--- config.mk ---
export PLATFORM = sky130hd
export DESIGN_NAME = atomic_csr_bank
export DESIGN_NICKNAME = d
export VERILOG_FILES = /design/src/rtl/csr_pkg.sv /design/src/rtl/csr_alias_apply.sv /design/src/rtl/csr_irq_unit.sv /design/src/rtl/csr_read_mux.sv /design/src/rtl/atomic_csr_bank.sv
export SDC_FILE = /design/constraint.sdc
export NUM_CORES = 1
export LEC_CHECK = 0
export ABC_AREA = 0
export CORE_UTILIZATION = 30
export DETAILED_ROUTE_END_ITERATION = 8
export RECOVER_POWER = 50
export SLEW_MARGIN = 25
export SYNTH_ARGS = -nofsm -noshare
export SYNTH_HDL_FRONTEND = slang
export SYNTH_HIERARCHICAL = 1
export SYNTH_SLANG_ARGS = --single-unit
--- constraint.sdc ---
create_clock -name clk_i -period 3.8 [get_ports clk_i]
set_clock_uncertainty 0.15 [all_clocks]
set_input_delay 0.95 -clock clk_i [delete_from_list [all_inputs] [get_ports clk_i]]
set_output_delay 0.95 -clock clk_i [all_outputs]
set_load 0.02 [all_outputs]
--- src/rtl/csr_pkg.sv ---
package csr_pkg;

    localparam int unsigned WORD_W    = 32;
    localparam int unsigned NUM_CTL   = 5;
    localparam int unsigned NUM_CAUSE = 4;

    localparam int unsigned SRST_BIT = 31;
    localparam int unsigned GATE_BIT = 30;

    localparam logic [WORD_W-1:0] CTL0_RST = 32'hC000_0000;

    // register slots (byte offset / 0x10)
    localparam int unsigned REG_IRQ  = 5;
    localparam int unsigned REG_DATA = 6;
    localparam int unsigned REG_STAT = 7;
    localparam int unsigned REG_VER  = 9;

    typedef enum logic [1:0] {
        OP_WRITE = 2'd0,
        OP_SET   = 2'd1,
        OP_CLEAR = 2'd2,
        OP_FLIP  = 2'd3
    } alias_op_e;

    // cause order: 0 line change, 1 receive, 2 transmit, 3 receive timeout
    function automatic int unsigned stat_pos(input int unsigned k);
        case (k)
            0:       return 1;
            1:       return 4;
            2:       return 5;
            default: return 6;
        endcase
    endfunction

    function automatic int unsigned ena_pos(input int unsigned k);
        case (k)
            0:       return 17;
            1:       return 20;
            2:       return 21;
            default: return 22;
        endcase
    endfunction

    function automatic logic [WORD_W-1:0] irq_mask();
        logic [WORD_W-1:0] m;
        m = '0;
        for (int unsigned k = 0; k < NUM_CAUSE; k++) begin
            m[stat_pos(k)] = 1'b1;
            m[ena_pos(k)]  = 1'b1;
        end
        return m;
    endfunction

endpackage

--- src/rtl/csr_alias_apply.sv ---
module csr_alias_apply
    import csr_pkg::*;
#(
    parameter logic [WORD_W-1:0] MASK = '1
) (
    input  logic [WORD_W-1:0] old_i,
    input  logic [WORD_W-1:0] wdata_i,
    input  alias_op_e         op_i,
    input  logic              en_i,
    output logic [WORD_W-1:0] new_o
);

    logic [WORD_W-1:0] hit;
    assign hit = wdata_i & MASK;

    always_comb begin
        new_o = old_i;
        if (en_i) begin
            unique case (op_i)
                OP_WRITE: new_o = (old_i & ~MASK) | hit;
                OP_SET:   new_o = old_i | hit;
                OP_CLEAR: new_o = old_i & ~hit;
                OP_FLIP:  new_o = old_i ^ hit;
            endcase
        end
    end

endmodule

--- src/rtl/csr_irq_unit.sv ---
module csr_irq_unit
    import csr_pkg::*;
(
    input  logic [WORD_W-1:0]    cur_i,
    input  logic                 wr_i,
    input  alias_op_e            op_i,
    input  logic [WORD_W-1:0]    wdata_i,
    input  logic [NUM_CAUSE-1:0] evt_i,
    input  logic                 capture_i,
    output logic [WORD_W-1:0]    nxt_o,
    output logic                 irq_o
);

    localparam logic [WORD_W-1:0] IRQ_MASK = irq_mask();

    logic [WORD_W-1:0]    after_bus;
    logic [WORD_W-1:0]    evt_bits;
    logic [NUM_CAUSE-1:0] pend;

    csr_alias_apply #(.MASK(IRQ_MASK)) u_irq_apply (
        .old_i   (cur_i),
        .wdata_i (wdata_i),
        .op_i    (op_i),
        .en_i    (wr_i),
        .new_o   (after_bus)
    );

    always_comb begin
        evt_bits = '0;
        pend     = '0;
        for (int unsigned k = 0; k < NUM_CAUSE; k++) begin
            evt_bits[stat_pos(k)] = evt_i[k] & capture_i;
            pend[k] = cur_i[stat_pos(k)] & cur_i[ena_pos(k)];
        end
    end

    // an event in the same cycle as a clear keeps the bit set
    assign nxt_o = after_bus | evt_bits;
    assign irq_o = |pend;

endmodule

--- src/rtl/csr_read_mux.sv ---
module csr_read_mux
    import csr_pkg::*;
#(
    parameter int unsigned IDX_W = 4
) (
    input  logic [IDX_W-1:0]              idx_i,
    input  logic [NUM_CTL-1:0][WORD_W-1:0] ctl_i,
    input  logic [WORD_W-1:0]             irq_i,
    input  logic [WORD_W-1:0]             data_i,
    input  logic [WORD_W-1:0]             stat_i,
    input  logic [WORD_W-1:0]             ver_i,
    output logic [WORD_W-1:0]             rdata_o
);

    always_comb begin
        rdata_o = '0;
        for (int unsigned k = 0; k < NUM_CTL; k++) begin
            if (idx_i == IDX_W'(k)) rdata_o = ctl_i[k];
        end
        if (idx_i == IDX_W'(REG_IRQ))  rdata_o = irq_i;
        if (idx_i == IDX_W'(REG_DATA)) rdata_o = data_i;
        if (idx_i == IDX_W'(REG_STAT)) rdata_o = stat_i;
        if (idx_i == IDX_W'(REG_VER))  rdata_o = ver_i;
    end

endmodule

--- src/rtl/atomic_csr_bank.sv ---
module atomic_csr_bank
    import csr_pkg::*;
#(
    parameter int unsigned ADDR_W    = 6,
    parameter logic [7:0]  VER_MAJOR = 8'd1,
    parameter logic [7:0]  VER_MINOR = 8'd4,
    parameter logic [15:0] VER_STEP  = 16'd2
) (
    input  logic                           clk_i,
    input  logic                           rst_ni,
    input  logic [ADDR_W-1:0]              addr_i,
    input  logic                           we_i,
    input  logic [WORD_W-1:0]              wdata_i,
    output logic [WORD_W-1:0]              rdata_o,
    input  logic [WORD_W-1:0]              status_i,
    input  logic [NUM_CAUSE-1:0]           evt_i,
    output logic [NUM_CTL-1:0][WORD_W-1:0] ctl_o,
    output logic [WORD_W-1:0]              data_o,
    output logic                           irq_o
);

    localparam int unsigned       IDX_W    = ADDR_W - 2;
    localparam logic [WORD_W-1:0] VER_WORD = {VER_MAJOR, VER_MINOR, VER_STEP};

    typedef struct packed {
        logic [NUM_CTL-1:0][WORD_W-1:0] ctl;
        logic [WORD_W-1:0]              irq;
        logic [WORD_W-1:0]              data;
    } bank_t;

    bank_t bank_d, bank_q;

    logic [IDX_W-1:0]               idx;
    alias_op_e                      op;
    logic [NUM_CTL-1:0][WORD_W-1:0] ctl_upd;
    logic [WORD_W-1:0]              irq_q;
    logic [WORD_W-1:0]              irq_upd;
    logic [WORD_W-1:0]              c0;
    logic                           srst_q;
    logic                           gate_q;

    assign idx    = addr_i[ADDR_W-1:2];
    assign op     = alias_op_e'(addr_i[1:0]);
    assign irq_q  = bank_q.irq;
    assign srst_q = bank_q.ctl[0][SRST_BIT];
    assign gate_q = bank_q.ctl[0][GATE_BIT];

    for (genvar g = 0; g < NUM_CTL; g++) begin : g_ctl
        csr_alias_apply #(.MASK('1)) u_ctl_apply (
            .old_i   (bank_q.ctl[g]),
            .wdata_i (wdata_i),
            .op_i    (op),
            .en_i    (we_i && (idx == IDX_W'(g))),
            .new_o   (ctl_upd[g])
        );
    end

    csr_irq_unit u_irq (
        .cur_i     (irq_q),
        .wr_i      (we_i && (idx == IDX_W'(REG_IRQ))),
        .op_i      (op),
        .wdata_i   (wdata_i),
        .evt_i     (evt_i),
        .capture_i (!srst_q && !gate_q),
        .nxt_o     (irq_upd),
        .irq_o     (irq_o)
    );

    csr_read_mux #(.IDX_W(IDX_W)) u_rd (
        .idx_i   (idx),
        .ctl_i   (bank_q.ctl),
        .irq_i   (bank_q.irq),
        .data_i  (bank_q.data),
        .stat_i  (status_i),
        .ver_i   (VER_WORD),
        .rdata_o (rdata_o)
    );

    always_comb begin
        bank_d = bank_q;

        // soft reset / clock gate interlock
        c0 = ctl_upd[0];
        if (srst_q) c0[GATE_BIT] = 1'b1;
        if (c0[SRST_BIT]) c0 = CTL0_RST;
        bank_d.ctl[0] = c0;

        if (c0[SRST_BIT]) begin
            for (int unsigned k = 1; k < NUM_CTL; k++) bank_d.ctl[k] = '0;
            bank_d.irq  = '0;
            bank_d.data = '0;
        end else begin
            for (int unsigned k = 1; k < NUM_CTL; k++) bank_d.ctl[k] = ctl_upd[k];
            bank_d.irq = irq_upd;
            if (we_i && (idx == IDX_W'(REG_DATA)) && (op == OP_WRITE))
                bank_d.data = wdata_i;
        end
    end

    always_ff @(posedge clk_i or negedge rst_ni) begin
        if (!rst_ni) begin
            bank_q        <= '0;
            bank_q.ctl[0] <= CTL0_RST;
        end else begin
            bank_q <= bank_d;
        end
    end

    assign ctl_o  = bank_q.ctl;
    assign data_o = bank_q.data;

endmodule

**Yosys cells after proc, flatten, opt, wreduce, memory -nomap -nowiden**

Index checks and enable logic that the tools add are counted.

- Logic and storage cells: 97
- Output and inout bits: 225
- Input bits: 77
- Flip-flop bits (word level): 224

- Equality and inequality tests: 11
- Bitwise gates (word level): 30
- Reduce and logical (&&, ||, !) cells: 21
- Muxes and demuxes: 26

Operators with widths:

| kind | count |
|---|---|
| $pmux W32 S4 | 6 |
| $mux W32 | 17 |
| $and A32 B32 Y32 | 6 |
| $or A32 B32 Y32 | 5 |
| $xor A32 B32 Y32 | 5 |
| $mux W128 | 1 |
| $mux W64 | 1 |
| $or A32 B23 Y32 | 2 |
| $not A23 Y32 | 1 |
| $not A32 Y32 | 1 |
| $or A32 B7 Y32 | 1 |
| $xor A32 B23 Y32 | 1 |
| $eq A4 B3 Y1 const B | 4 |
| $reduce_bool A2 Y1 | 6 |
| $logic_and A1 B1 Y1 | 9 |
| $and A1 B1 Y1 | 8 |
| $eq A4 B2 Y1 const B | 2 |
| $eq A2 B2 Y1 const B | 2 |
| $eq A4 B1 Y1 const B | 1 |
| $eq A4 B4 Y1 const B | 1 |
| $logic_not A4 Y1 | 1 |
| $reduce_or A4 Y1 | 1 |
| $reduce_bool A3 Y1 | 1 |
| $eq A2 B1 Y1 const B | 1 |
| 3 further kinds | 4 |

**Logic depth before layout (Yosys ltp)**

Gate-level depths: netlist of run 1.

- Word-level depth: 10
- Mapped depth: 10
- Depth with buffers taken out: 7

**Modules after synthesis**

The synthesis of run 1 kept the hierarchy.

Modules (own cells, without submodules):

| module | times used | cells an instance | seq. area each (um^2) | area an instance (um^2) |
|---|---|---|---|---|
| csr_alias_apply at g_ctl[0].u_ctl_apply ... | 5 | 311 | 0.0 | 2422.3 |
| atomic_csr_bank | 1 | 558 | 5607.9 | 7917.6 |
| csr_read_mux | 1 | 429 | 0.0 | 2970.3 |
| csr_alias_apply at u_irq.u_irq_apply | 1 | 103 | 0.0 | 676.9 |
| csr_irq_unit | 1 | 7 | 0.0 | 48.8 |

**Worst setup path before layout of run 1**

No wires, ideal clock.

- Kind: in2out
- Start point: in addr_i[4]
- End point: out rdata_o[12]
- Data required time: 2.700 ns
- Arrival time: 2.256 ns
- Stages on the path: 5
- Path slack: 0.444 ns
- Path buffers: 2
- Cell sequence: buf_2 -> nor3b_2 -> buf_2 -> nor2_1 -> o32ai_1

- Word-level cells in the longest chain between the ends: 10
- Elaborated cells on any way between the ends: 18
- Classes of those cells: 8 x eq/ne; 9 x mux; 1 x reduce/logical

RTL lines:

| what | line | source |
|---|---|---|
| start: declaration | atomic_csr_bank.sv:11 | `input logic [ADDR_W-1:0] addr_i,` |
| $logic_not A4 Y1 | csr_read_mux.sv:18 | `if (idx_i == IDX_W'(k)) rdata_o = ctl_i[k];` |
| $mux W32 (5 in series) | csr_read_mux.sv:18 |  |
| $mux W32 | csr_read_mux.sv:20 | `if (idx_i == IDX_W'(REG_IRQ)) rdata_o = irq_i;` |
| $mux W32 | csr_read_mux.sv:21 | `if (idx_i == IDX_W'(REG_DATA)) rdata_o = data_i;` |
| $mux W32 | csr_read_mux.sv:22 | `if (idx_i == IDX_W'(REG_STAT)) rdata_o = stat_i;` |
| $mux W32 (*) | csr_read_mux.sv:23 | `if (idx_i == IDX_W'(REG_VER)) rdata_o = ver_i;` |
| end: declaration | atomic_csr_bank.sv:14 | `output logic [WORD_W-1:0] rdata_o,` |

Every way passes the cells marked *; elsewhere a longest branch is shown, timed or not.

**Final worst setup path of run 1**

- Start point: in addr_i[4]
- End point: out rdata_o[1]

Same word-level chain as after synthesis.

==> results of run 1 <==
==> sequential cells by signal, indices dropped and copies added (netlist names) <==
| name | flops |
|---|---|
| ctl_o | 160 |
| data_o | 32 |
| irq_q | 32 |
==> cell type report <==
type	count	area, sq um
Fill cell	7836	48900
Inverter	338	1270
Clock buffer	39	813
Multi-Input combinational cell	1897	15500
Sequential cell	224	5610
Antenna cell	4	10.0
Timing Repair Buffer	445	4340
Clock inverter	11	82.6
Tap cell	1040	1300
==> cells by family (layout without fill, tap and decap cells) <==
kind of cell,after synthesis,in the layout,share of synthesized area
AO/OA/AOI/OAI,551,551,0.178
adder cells (fa/ha/maj),336,336,0.177
buffers and inverters,561,833,0.120
flip-flops,224,224,0.236
multiplexers,239,239,0.103
other,2,36,0.000317
AND/OR/NAND/NOR,739,739,0.185
==> layer usage <==
| layer | track usage | up-vias | part of all wire |
|---|---|---|---|
| met4 | 0.0480 | 12 | 0.022 |
| met2 | 0.294 | 573 | 0.41 |
| met5 | 0 | - | 0.00073 |
| li1 | - | 9561 | - |
| met3 | 0.0572 | 99 | 0.085 |
| met1 | 0.296 | 9746 | 0.48 |
==> through the flow <==
| step | hold WS [ns] | cell area (sq um) | setup WS (ns) |
|---|---|---|---|
| floorplan | 0.377 | 23800 | 0.444 |
| global placement | 0.324 | 28000 | -0.588 |
| detailed placement | 0.336 | 28000 | -0.596 |
| CTS | 0.165 | 29000 | 0.0000993 |
| global route | 0.370 | 28900 | 0.00415 |
| finish | 0.351 | 28900 | 0.0186 |
==> report_power, final <==
| part | leakage [nW] | switching [mW] | internal [mW] |
|---|---|---|---|
| clock | 0.449 | 1.18 | 1.55 |
| combinational | 9.84 | 1.16 | 0.771 |
| sequential | 3.12 | 0.0962 | 2.43 |
==> critical path, delay by kind of cell <==
family	cells	cell delay, ns
AOI/OAI and AO/OA	2	0.36
buffers and inverters	7	1.13
and+or+nand+nor	1	0.22
==> worst max path at each step <==
stage	startpoint	endpoint	slack, ns	depth (start not counted)
3_5_place_dp	addr_i[4]	rdata_o[13]	-0.60	8
6_report	addr_i[4]	rdata_o[1]	0.02	10
4_1_cts	addr_i[4]	rdata_o[29]	0.0001	7
5_1_grt	addr_i[4]	rdata_o[0]	0.004	8
2_1_floorplan	addr_i[4]	rdata_o[12]	0.44	5
3_3_place_gp	addr_i[4]	rdata_o[13]	-0.59	8
==> cell usage after synthesis, drive strengths merged (3+ instances only) <==
| library cell | n | area (sq um) |
|---|---|---|
| o221ai | 168 | 1720 |
| inv | 338 | 1270 |
| nor2 | 182 | 783 |
| mux2 | 8 | 105 |
| a211oi | 27 | 203 |
| a21oi | 227 | 1290 |
| o32ai | 5 | 43.8 |
| buf | 136 | 1260 |
| a22oi | 30 | 230 |
| nor3b | 3 | 27.5 |
| nand3b | 31 | 245 |
| or2 | 160 | 1000 |
| nand2 | 46 | 173 |
| nor2b | 220 | 1380 |
| mux2i | 229 | 2290 |
| nand2b | 22 | 150 |
| a22o | 26 | 228 |
| o21ai | 29 | 145 |
| a21o | 4 | 30.0 |
| or2b | 54 | 473 |
| clkbuf | 87 | 327 |
| nand3 | 6 | 30.0 |
| ha | 336 | 4200 |
| o22ai | 3 | 18.8 |
| a221o | 27 | 270 |
| dfrtp | 222 | 5560 |
==> what timing repair did <==
item / in CTS / in global routing
resized for setup: 126 / 24
gates cloned: 1 / 0
endpoints found under the setup margin: 32 / 21
setup buffers: 6 / 0
pin swaps: 2 / 1
endpoints found under the hold margin: 0 / 0
==> flow_results.org, run 1 <==
** Setup path
- Crit Path Class :: primary input to output port
- At the worst endpoint, the arrival time is about 2.7 ns.
- The critical path goes through clkdlybuf4s15_2 -> buf_12 -> buf_12 -> nor2b_4 -> buf_8 -> buf_6 -> buf_4 -> a21oi_1 -> a221o_1 -> buf_4.
- Setup slack on the worst reg-to-reg path comes out at 1.38 ns.
- Endpoint of the worst register-to-register path :: data_o[25]$_DFFE_PN0P_
- Required time at the worst-slack endpoint :: 2.70 ns
- The slowest stage of the critical path is the a221o_1 cell.
- Crit Reg-Reg Startpoint :: ctl_o[31]$_DFF_PN1_
- Path depth of the worst reg2reg path :: 7
- Setup crit start kind :: primary input
- For this run, the slowest stage of the critical path takes around 0.31 ns.
- Endpoint class of the critical path :: output port
- Of all nets on the critical path, the largest fanout is 10.

** Die
- The total area inside the core boundary comes to 77800 sq um.
- Width of the die :: 283 um
- The die is around 280 um tall.
- Std-Cell Rows :: 102
- Die footprint :: 80200 sq um
- IO Count :: 302
- Effective utilization at floorplan :: 0.305

** Place
- Detailed placement HPWL :: between 60000 and 70000 um
- Including well taps, the total number of placed cells is 3937.
- Port-buffer cells :: 301
- At the end of routability-driven placement, the weighted congestion stood at 0.899.

** Route
- Overall via count from detail_route :: ~20000
- Drc violations :: 0
- The first TritonRoute pass finished after 6 iterations.
- For this block, the routed nets add up to 84000 um of wire.
- In the routed layout, each cell is associated on average with a via count of about 5.
- In this run the remaining antenna-violating nets after routing total 0.
- Iteration-0 DRC count of the detailed router :: 1724
- In the final routed layout, each cell accounts on average for 21.0 um.

** Pwr
- Power spread over the standard cell area amounts to 249 nW/um^2.
- Tot Pwr :: 7.19 mW
- Leakage power :: roughly 13 nW
- VDD sags by at most 0.000255 V.

** Clock network
- CTS HTree Levels :: 1
- Clock tree synthesis found a total of between 200 and 250 sinks.
- In this run the deepest clock path goes through 3 buffers.
- TritonCTS built the clock tree.
- Clock tree synthesis inserted a total of 28 buffers.
- Skew-Pair Late Insertion Delay :: 0.57 ns
- Count of hold-fix buffers inserted at cts :: 0
- Clock-pin slew was measured on the worst setup and hold paths at around 0.06 ns.
- In this run the clock root is driven by a clkbuf_16.

** Finish
- In the layout the commonest cells are inv_1, ha_1, mux2i_1, dfrtp_1, nor2b_1.
- Post-Layout Cell Count :: 3998
- Layout area overhead :: 21.9%
- At the end of the flow the core is filled with cells to 0.372.
- Leading cell type in the layout, fill and taps excluded :: inv_1
- After the last flow step, the layout net total stands at 3347.
- Of the cells placed in the final design, the portion with a size suffix greater than 1 is 0.151.

** Synth
- Cell area after technology mapping :: around 24000 sq um
- Yosys Warn Count :: 6
- Counting flops with an async set or reset pin after synthesis yields a share of 1.00.
- Synthesized netlist cell count :: approximately 2700
- Count of flip-flops with a built-in enable after synthesis :: 0
- Main synth FF type :: dfrtp_1
- For this run, the register share of the synthesized area comes to 0.236.
- After synthesis the netlist holds a flip-flop and latch count of around 220.
- Synthesized area per cell :: 8.95 sq um
- Yosys mapped the design onto 60 distinct sky130hd cell types.

** Global route
- Total Routing Usage GR :: 0.204
- Global routing finished with a remaining overflow of 0.
- Entering global routing, the biggest net connects 133 pins.
- The number of global-route vias before repair came to between 15000 and 20000.
- The number of antenna violations at the first check in global routing came to 11.
- Global-route wire length before repair :: 127000 um

** Hold path
- Worst min-delay path category :: flop to flop
- Worst Hold End :: irq_q[2]$_DFF_PN0_
- Worst min-delay path startpoint :: irq_q[2]$_DFF_PN0_
- Number of cells on the worst hold path :: 1

** STA
- Min Clock Period, post-route :: 3.78 ns
- For this run, the top clock speed supported by timing is 264 MHz.
- Fraction of the cycle the final worst path needs :: 0.995
- The hold violation total from the final report came to 0.
- Setup repair after global routing missed its margin :: false
- Setup violations remaining at the end of the flow were counted as 0.
- Slew at the pin closest to its max-slew limit :: 1.76 ns
- Number of max-slew violations in the final report :: 58
- Post-Route Setup TNS :: 0 ns
- Slew margin rel. :: -0.171

** Flow run
- Number of max-capacitance violations reported :: 1

** Status
- Run status :: finished, violations left
- Violations in the final reports :: max-capacitance violations, max-slew violations
Note: power is estimated with default switching activity, not from simulation.
==> run 2, diff against run 1 <==
- CORE_ASPECT_RATIO: unset -> 1.4
==> flow_results.org, run 2 (synthesized netlist as in run 1, its figures left out) <==
** Status
- Violations in the final reports :: max-capacitance violations, max-slew violations
- The run finished, with violations left.

** Finish
- The library cell used most frequently in the layout, excluding fill and tap cells, is inv_1.
- Fraction of layout instances using a drive strength above 1 :: 0.156
- Nets@finish :: about 3400
- The filler cells instantiated in the layout total 7789.
- Max FFs per register :: between 150 and 200
- Non-Filler Cell Area, Final :: 29300 sq um
- For this run, the share of the core covered by cells in the final layout is 0.376.
- Once layout is complete, the cells apart from fillers number 4018.
- Relative to the synthesized area, the layout overhead comes to 23.6%.
- In the layout the commonest cells are inv_1, ha_1, mux2i_1, dfrtp_1, nor2b_1.

** Die
- During I/O placement, the number of pins put on the boundary was between 300 and 400.
- From left edge to right edge, the die measures 240 um.
- Die extent in y :: 335 um
- Die footprint :: 80200 sq um
- For this configuration, the core starts out at a cell density of 0.304.
- The floorplan has 121 rows.
- After floorplanning, the core was sized to cover between 70000 and 80000 sq um.

** Route
- The detailed router placed 20000 vias in this run.
- Initial DRT Pass Iterations :: 6
- After detailed routing, the number of remaining DRC violations is 0.
- Met1 Routed Length :: approximately 36000 um
- Final routed wire length divided by cell count :: 20.4 um
- Max layer used :: met4
- Number of antenna-violating nets in the routed design :: 0
- Wire length on met2 :: roughly 36000 um
- Met3 WL :: 6680 um
- Sum of routed wire length over all layers :: around 80000 um
- Using the TritonRoute via totals, the vias-per-cell ratio works out to 4.99.
- Iteration-0 DRC count of the detailed router :: 1117

** Setup path
- Crit Path Class :: primary input to output port
- Endpoint of the worst register-to-register path :: ctl_o[30]$_DFF_PN1_
- STA classifies the critical path startpoint as a primary input.
- Along the worst path, the maximum fanout reaches 10.
- The startpoint identified for the worst register-to-register timing path is ctl_o[31]$_DFF_PN1_.
- Together, buffers and inverters on the worst path number 4.
- Library cell appearing most often on the critical path :: buf_4
- R2R Setup Slk :: 1.29 ns
- Worst path slowest cell :: or4b_1
- Data on the critical path is required at its endpoint by 2.70 ns.
- The worst setup path is captured at an output port.
- Family of cells with the greatest summed delay on the critical path :: buffers and inverters
- Walking the worst path, the cells encountered are dlygate4sd2_1 -> buf_6 -> buf_4 -> or4b_1 -> a31oi_2 -> o22ai_2 -> nand3_1 -> buf_4.
- On the worst path, the slowest cell contributes a delay of between 0.4 and 0.5 ns.
- Path depth of the worst reg2reg path :: 7
- For the worst setup path, the data arrival time is 2.68 ns.

** Clock network
- CTS HTree Levels :: 1
- TritonCTS buffer count :: 26
- CTS Buffer Depth :: 3
- For the worst-skew pair, the clock arrives at the later sink with an insertion delay of 0.55 ns.
- After clock tree synthesis, the clock-pin slew on the worst setup and hold paths is roughly 0.06 ns.
- In this run, post-CTS hold repair placed 0 buffers.
- The tree is rooted in a clkbuf_16.
- Clock sink count :: between 200 and 250
- CTS tree :: built

** STA
- In the finished design, the share of the clock period the worst path needs comes to 0.994.
- At the pin with the least slew margin, the transition time is ~2.4 ns.
- The smallest clock period supported by the final layout is computed as 3.78 ns.
- Worst slack on hold paths :: between 0.3 and 0.4 ns
- Setup repair after global routing missed its margin :: false
- Setup violations remaining at the end of the flow were counted as 0.
- Fmax :: between 200 and 300 MHz
- Setup total negative slack on the finished layout was measured at 0 ns.
- Number of max-slew violations in the final report :: 80
- Setup ws final :: 0.0224 ns
- The hold violation total from the final report was 0.
- Headroom to the max-slew limit came out at -0.627.

** Hold path
- Number of cells on the worst hold path :: 1
- Worst Hold End :: irq_q[31]$_DFF_PN0_
- Worst min-delay path startpoint :: irq_q[31]$_DFF_PN0_
- Worst min-delay path category :: flop to flop

** Place
- Before CTS, the worst setup slack after placement is -0.686 ns.
- Summing all placed instances gives a cell area of 28400 sq um.
- During placement, the flow inserted port buffers numbering 301.
- Total placed cells including tap cells :: 3966
- Detailed placement HPWL :: 62800 um
- Routability congestion estimate from global placement :: 0.877

** Pwr
- The design draws between 7 and 8 mW.
- VDD sags by at most 0.000273 V.
- Leakage power :: around 14 nW
- Power density of the placed cells :: 254 nW/um^2

** Global route
- Total Routing Usage GR :: 0.202
- Vias in the first global route :: 19200
- Global-route wire length before repair :: approximately 120000 um
- Entering global routing, the biggest net connects 157 pins.
- Initial antenna violation count :: 5
- After global routing the overflow that remains totals 0.

** Flow run
- Max-cap violations in this run came to 1.
==> run 2: cell count changes in the layout (fill, tap and decap cells not counted), moves of 5 or more <==
cell / delta
clkinv_2: -9
buf_4: +15
bufinv_16: +5
clkbuf_2: +5
buf_12: +13
buf_2: -13
==> run 2: worst max path at each step <==
stage | start | endpoint | slack [ns] | cells after the start
after CTS | addr_i[5] | rdata_o[26] | -0.05 | 8
final | addr_i[4] | rdata_o[11] | 0.02 | 8
after global routing | addr_i[4] | rdata_o[11] | 0.01 | 8
after floorplan | addr_i[4] | rdata_o[12] | 0.44 | 5
after detailed placement | addr_i[4] | rdata_o[26] | -0.69 | 9
after global placement | addr_i[4] | rdata_o[26] | -0.71 | 9
==> run 2: what timing repair did <==
| item | 4_1_cts | 5_1_grt |
|---|---|---|
| endpoints found under the hold margin | 0 | 0 |
| resized for setup | 120 | 20 |
| pin swaps | 3 | 3 |
| buffers inserted | 6 | 0 |
| endpoints found under the setup margin | 32 | 21 |
==> run 2: cell type report <==
class	instances	area [sq um]	area share
well taps	1045	1310	0.0446
multi-input cells	1897	15500	0.529
inverters	338	1270	0.0433
repair buffers	468	4670	0.159
clock buffers	36	738	0.0252
clock inverters	9	211	0.00721
diodes	1	2.50	0.0000853
flip-flops and latches	224	5610	0.191
==> run 2: layer usage <==
metal  vias to the layer above  GRT usage
met5                         -          0
met4                         0     0.0825
met3                       124     0.0533
met2                       550      0.310
met1                      9759      0.265
li1                       9602          -
==> run 2: power by group <==
group          switching (mW)  internal [mW]
clock                    1.12           1.76
sequential             0.0930           2.43
combinational            1.18          0.873
==> run 2: worst register-to-register path: cells and delay by family (launching register included) <==
family          cells  cell delay (ns)
flops               1             0.69
fa+ha+maj           1             0.29
compound gates      2             0.38
simple gates        1             0.36
buf+inv             3             0.56
